[src/rtl/gm_pkg.sv]
package gm_pkg;

    typedef enum logic [1:0] {
        GM_READY  = 2'd0,
        GM_PLAY   = 2'd1,
        GM_SHIELD = 2'd2,
        GM_OVER   = 2'd3
    } gm_mode_e;

    typedef enum logic [1:0] {
        SCR_NONE  = 2'd0,
        SCR_TITLE = 2'd1,
        SCR_OVER  = 2'd2
    } gm_screen_e;

endpackage

[src/rtl/gm_hit_gate.sv]
// Qualifies collision reports by state and column range.
module gm_hit_gate
    import gm_pkg::*;
#(
    parameter int NUM_COLS = 5,
    parameter int COL_W    = 3
) (
    input  logic             clk,
    input  logic             rst_n,
    input  gm_mode_e         mode,
    input  logic             hit_valid,
    input  logic [COL_W-1:0] hit_col,
    output logic             hit_fatal,
    output logic             destroy_valid,
    output logic [COL_W-1:0] destroy_col
);

    logic col_ok;
    logic hit_ok;
    logic absorb;

    generate
        if (NUM_COLS == (1 << COL_W)) begin : g_full_range
            assign col_ok = 1'b1;
        end else begin : g_part_range
            assign col_ok = (int'(hit_col) < NUM_COLS);
        end
    endgenerate

    assign hit_ok = hit_valid && col_ok;

    always_comb begin
        hit_fatal = 1'b0;
        absorb    = 1'b0;
        unique case (mode)
            GM_PLAY:   hit_fatal = hit_ok;
            GM_SHIELD: absorb    = hit_ok;
            GM_READY,
            GM_OVER:   ;
            default:   ;
        endcase
    end

    always_ff @(posedge clk or negedge rst_n) begin
        if (!rst_n) begin
            destroy_valid <= 1'b0;
            destroy_col   <= '0;
        end else begin
            destroy_valid <= absorb;
            if (absorb) begin
                destroy_col <= hit_col;
            end
        end
    end

    AST_DESTROY_FROM_SHIELD: assert property (@(posedge clk) disable iff (!rst_n)
        destroy_valid |-> ($past(mode) == GM_SHIELD && $past(hit_valid)));
    AST_DESTROY_IN_RANGE: assert property (@(posedge clk) disable iff (!rst_n)
        destroy_valid |-> (int'(destroy_col) < NUM_COLS));

endmodule

[src/rtl/gm_mode_fsm.sv]
// State register and next-state logic.
module gm_mode_fsm
    import gm_pkg::*;
(
    input  logic     clk,
    input  logic     rst_n,
    input  logic     flap_pulse,
    input  logic     shield_pulse,
    input  logic     hit_fatal,
    output gm_mode_e mode
);

    gm_mode_e mode_nx;

    always_comb begin
        mode_nx = mode;
        unique case (mode)
            GM_READY: begin
                if (flap_pulse) mode_nx = GM_PLAY;
            end
            GM_PLAY: begin
                if (hit_fatal)         mode_nx = GM_OVER;
                else if (shield_pulse) mode_nx = GM_SHIELD;
            end
            GM_SHIELD: begin
                if (shield_pulse) mode_nx = GM_PLAY;
            end
            GM_OVER: begin
                if (flap_pulse) mode_nx = GM_READY;
            end
            default: mode_nx = GM_READY;
        endcase
    end

    always_ff @(posedge clk or negedge rst_n) begin
        if (!rst_n) begin
            mode <= GM_READY;
        end else begin
            mode <= mode_nx;
        end
    end

    AST_PLAY_TO_OVER: assert property (@(posedge clk) disable iff (!rst_n)
        (mode == GM_PLAY && hit_fatal) |=> (mode == GM_OVER));
    AST_SHIELD_KEY_IDLE: assert property (@(posedge clk) disable iff (!rst_n)
        (mode == GM_READY && !flap_pulse) |=> (mode == GM_READY));
    AST_OVER_HOLDS: assert property (@(posedge clk) disable iff (!rst_n)
        (mode == GM_OVER && !flap_pulse) |=> (mode == GM_OVER));

endmodule

[src/rtl/gm_out_decode.sv]
// Output process: play enable, overlay select, score clear pulse.
module gm_out_decode
    import gm_pkg::*;
(
    input  logic       clk,
    input  logic       rst_n,
    input  gm_mode_e   mode,
    input  logic       flap_pulse,
    output logic       play_en,
    output gm_screen_e screen_sel,
    output logic       score_clr
);

    always_comb begin
        play_en    = 1'b0;
        screen_sel = SCR_NONE;
        unique case (mode)
            GM_READY:  screen_sel = SCR_TITLE;
            GM_PLAY:   play_en    = 1'b1;
            GM_SHIELD: play_en    = 1'b1;
            GM_OVER:   screen_sel = SCR_OVER;
            default:   ;
        endcase
    end

    always_ff @(posedge clk or negedge rst_n) begin
        if (!rst_n) begin
            score_clr <= 1'b0;
        end else begin
            score_clr <= (mode == GM_READY) && flap_pulse;
        end
    end

    AST_CLR_SINGLE: assert property (@(posedge clk) disable iff (!rst_n)
        score_clr |=> !score_clr);
    AST_CLR_IN_PLAY: assert property (@(posedge clk) disable iff (!rst_n)
        score_clr |-> (mode == GM_PLAY));
    AST_OVERLAY_OFF: assert property (@(posedge clk) disable iff (!rst_n)
        play_en |-> (screen_sel == SCR_NONE));

endmodule

[src/rtl/game_mode_ctrl.sv]
module game_mode_ctrl
    import gm_pkg::*;
#(
    parameter  int NUM_COLS = 5,
    localparam int COL_W    = (NUM_COLS > 1) ? $clog2(NUM_COLS) : 1
) (
    input  logic             clk,
    input  logic             rst_n,
    input  logic             flap_pulse,
    input  logic             shield_pulse,
    input  logic             hit_valid,
    input  logic [COL_W-1:0] hit_col,
    output logic [1:0]       mode_o,
    output logic             play_en,
    output logic             score_clr,
    output logic             destroy_valid,
    output logic [COL_W-1:0] destroy_col,
    output logic [1:0]       screen_sel
);

    gm_mode_e   mode;
    gm_screen_e scr;
    logic       hit_fatal;

    gm_hit_gate #(
        .NUM_COLS (NUM_COLS),
        .COL_W    (COL_W)
    ) u_hit_gate (
        .clk           (clk),
        .rst_n         (rst_n),
        .mode          (mode),
        .hit_valid     (hit_valid),
        .hit_col       (hit_col),
        .hit_fatal     (hit_fatal),
        .destroy_valid (destroy_valid),
        .destroy_col   (destroy_col)
    );

    gm_mode_fsm u_fsm (
        .clk          (clk),
        .rst_n        (rst_n),
        .flap_pulse   (flap_pulse),
        .shield_pulse (shield_pulse),
        .hit_fatal    (hit_fatal),
        .mode         (mode)
    );

    gm_out_decode u_out (
        .clk        (clk),
        .rst_n      (rst_n),
        .mode       (mode),
        .flap_pulse (flap_pulse),
        .play_en    (play_en),
        .screen_sel (scr),
        .score_clr  (score_clr)
    );

    assign mode_o     = mode;
    assign screen_sel = scr;

    AST_HIT_PRIORITY: assert property (@(posedge clk) disable iff (!rst_n)
        (mode == GM_PLAY && hit_valid && shield_pulse && int'(hit_col) < NUM_COLS)
        |=> (mode == GM_OVER));
    AST_SHIELD_TOGGLE: assert property (@(posedge clk) disable iff (!rst_n)
        (mode == GM_SHIELD && shield_pulse) |=> (mode == GM_PLAY));

endmodule

[config.mk]
export PLATFORM = sky130hd
export DESIGN_NAME = game_mode_ctrl
export DESIGN_NICKNAME = d
export VERILOG_FILES = /design/src/rtl/gm_pkg.sv /design/src/rtl/gm_hit_gate.sv /design/src/rtl/gm_mode_fsm.sv /design/src/rtl/gm_out_decode.sv /design/src/rtl/game_mode_ctrl.sv
export SDC_FILE = /design/constraint.sdc
export NUM_CORES = 1
export LEC_CHECK = 0
export BUFFER_PORTS_ARGS = -buffer_cell sky130_fd_sc_hd__buf_2
export CAP_MARGIN = 20
export CELL_PAD_IN_SITES_DETAIL_PLACEMENT = 0
export CELL_PAD_IN_SITES_GLOBAL_PLACEMENT = 1
export CORE_MARGIN = 2
export CORE_UTILIZATION = 33
export DETAILED_ROUTE_END_ITERATION = 16
export PLACE_DENSITY = 0.74
export SETUP_SLACK_MARGIN = 0.15
export SYNTH_ARGS = -nofsm -noshare
export SYNTH_HDL_FRONTEND = slang
export SYNTH_SLANG_ARGS = --single-unit
[constraint.sdc]
create_clock -name clk -period 1.73 [get_ports clk]
set_input_delay 0.2595 -clock clk [delete_from_list [all_inputs] [get_ports clk]]
set_output_delay 0.2595 -clock clk [all_outputs]
set_load 0.02 [all_outputs]
==> run_results.csv <==
group,metric,value,unit
clocking,numCtsBuffers,3,
routing,firstDrtPassIters,2,
synthesis,synth_cells,39,
layout,fillers,120,
synthesis,netlist_area,440,um^2
routing,drt_iter0_drc,2,
layout,final_area,617,um^2
global_route,track_usage,12.8,%
routing,vias,374,
worst_setup_path,critPathKind,"reg2reg",
die,die_area,0.00164,mm^2
clocking,ctsRootBufferMaster,"clkbuf_4",
routing,drcViolationCount,0,
timing,min_period,1.54,ns
worst_setup_path,worst-path-buf-inv,1,
layout,multiInputGateArea,265,um^2
worst_setup_path,cp_top_family,"compound AO/OA/AOI/OAI gates",
place,numPortBuffers,17,
hold_path,hp-class,"in2reg",
worst_setup_path,crit_path_end_kind,"flop",
timing,fmax,0.650,GHz
clocking,clock_latency,0.25,ns
global_route,grt_remaining_overflow,0,
die,core_area,0.00127,mm^2
synthesis,ys_types,19,
die,fp.dieH,40.5,um
global_route,grt_max_degree,8,
timing,max_slew_margin,85.6,%
clocking,cts_tree,"yes",
pwr,ir_worst_vdd,0.814,mV
timing,finalSetupTns,0,ns
pwr,power-per-cell-area,1760,mW/mm^2
global_route,grt_pass1_wl,1280,um
timing,timing.final.crit_share,88.9,%
die,initial_core_util,34.7,%
run_status,status,"finished clean",
die,pin_count,18,
layout,fin_nets,79,
worst_setup_path,r2r_cells,5,
clocking,clockBufferDepth,2,
die,rows,13,
synthesis,syn_area_per_cell,11.3,um^2
timing,worst_slew_pin_slew,0.214,ns
timing,slew_viol_final,0,
die,die-width,40.5,um
layout,seqCellArea,178,um^2
layout,drive_gt1_share,50.8,%
pwr,cellLeakagePower,0.337,nW
place,dp.final_hpwl,690,um
synthesis,yosysWarnings,0,
place,gp_congestion,0.779,
layout,syn2layout_area_growth,40.1,%
timing,grt_setup_unrepaired,"false",
worst_setup_path,required,1.87,ns
place,placed_area,562,um^2
worst_setup_path,cp_slowest_cell,"dfrtp_2",
worst_setup_path,slowest_delay,0.41,ns
global_route,antenna_found_initial,0,
worst_setup_path,critical_path.cell_chain,"inv_2 > ha_4 > and2b_2 > o311a_1 > a311o_1",
timing,setup_violations,0,
synthesis,synth-seq-area-share,39.8,%
worst_setup_path,cp.arrival,1.67,ns
synthesis,synthesis.nets,54,
worst_setup_path,cp.depth,5,
synthesis,ys_seq_elements,7,
routing,via_per_inst,4.79,
layout,antenna_cells,0,
routing,antenna_left,0,
timing,clock_skew,0.00339,ns
flow_run,drv_cap,0,
worst_setup_path,path_max_fanout,5,
global_route,grt_pass1_vias,348,
routing,wirelength,889,um
hold_path,min_path_cells,2,
worst_setup_path,crit_path_start_kind,"flop",
clocking,cts.sinks,7,
timing,hold_violations,0,
clocking,cts_htree_levels,1,
routing,routedWlPerCell,11.4,um
clocking,path_clk_slew,0.05,ns
through the flow:
stage / cells / worst slack (ns) / hold WS, ns / utilization [%] / power (W)
finish: 78 / 0.192 / 0.268 / 48.6 / 0.00108
global route: 78 / 0.158 / 0.268 / 48.6 / 0.00116
CTS: 76 / 0.170 / 0.262 / 47.4 / 0.00106
detailed placement: 71 / 0.139 / 0.103 / 44.3 / 0.000898
global placement: 71 / 0.164 / 0.0953 / 44.3 / 0.000900
floorplan: 39 / 0.158 / -0.0361 / - / 0.000733
what timing repair did:
item,in CTS,in global routing
endpoints found under the hold margin,7,0
buffers inserted,0,2
setup endpoints to repair,1,1
pin swaps,0,1
gates resized for setup,1,0
hold buffers,1,0
layout make-up:
cell class	instances	area share, %
Inverter	5	3.04
Sequential cell	7	28.8
Timing Repair Buffer	20	17.8
Multi-Input combinational cell	27	43.0
Clock buffer	4	4.26
Tap cell	15	3.04
report_power, final:
group	internal, W	switching (W)
Sequential	0.000235	0.0000601
Combinational	0.000282	0.000358
Clock	0.0000881	0.0000612
Total	0.000604	0.000479
worst reg2reg max path, delay by kind of cell (launching register included):
kind,cells,cell delay (ns)
AOI/OAI and AO/OA,2,0.54
adders and majority gates,1,0.18
buffers and inverters,1,0.09
DFF,1,0.41
and+or+nand+nor,1,0.20
metal layers:
metal  GRT usage, %  up-vias  routed length, um
met4           12.5        0                 22
met2           22.2       17                405
li1               -      189                  -
met1           11.7      164                388
met5              0        -                  0
met3           3.33        4                 73
final timing paths:
| path | from | to | slack, ns |
|---|---|---|---|
| max | u_fsm.mode[1]$_DFFE_PN0P_ | u_fsm.mode[1]$_DFFE_PN0P_ | 0.19 |
| min | flap_pulse | u_out.score_clr$_DFF_PN0_ | 0.27 |
| max reg2reg | u_fsm.mode[1]$_DFFE_PN0P_ | u_fsm.mode[1]$_DFFE_PN0P_ | 0.19 |
| min reg2reg | u_hit_gate.destroy_col[1]$_DFFE_PN0P_ | u_hit_gate.destroy_col[1]$_DFFE_PN0P_ | 0.50 |
| max in group asynchronous | rst_n | u_fsm.mode[0]$_DFFE_PN0P_ | 1.20 |
| min in group asynchronous | rst_n | u_hit_gate.destroy_col[0]$_DFFE_PN0P_ | 0.36 |
synthesized netlist by cell type:
master	instances	area share (%)
ha_1	7	20
mux2i_1	1	2.3
o311a_1	1	2.3
o21bai_1	1	1.7
nor3_1	1	1.1
o211a_1	1	2.3
o21ai_0	2	2.3
dfrtp_1	7	40
a21boi_0	1	1.7
inv_1	5	4.3
o221ai_1	1	2.0
nand2_1	2	1.7
and2b_2	1	2.0
nand3_1	1	1.1
o2bb2ai_1	1	2.0
nor4bb_1	1	2.3
and2_1	1	1.4
a311o_1	1	2.3
mux2_2	3	7.7
registers in the layout, indices dropped and copies added, names as in the netlist:
signal and count:
u_hit_gate.destroy_valid 1, u_fsm.mode 2, u_hit_gate.destroy_col 3, u_out.score_clr 1
kinds of logic (layout without fill, tap and decap cells):
family,Yosys count,after routing,synth area share (%)
AO/OA/AOI/OAI,9,9,16.5
adder cells (fa/ha/maj),7,7,19.9
flip-flops,7,7,39.8
AND/OR/NAND/NOR,7,7,9.66
buffers and inverters,5,29,4.26
multiplexers,4,4,9.94
placed cells by master, fill, tap and decap left out, drive strengths merged, types with 2 or more instances in the layout:
master / netlist / layout
nand2: 2 / 2
ha: 7 / 7
dfrtp: 7 / 7
mux2: 3 / 3
clkbuf: 0 / 4
o21ai: 2 / 2
buf: 0 / 19
inv: 5 / 5
Power figures use the tool's default switching activity.
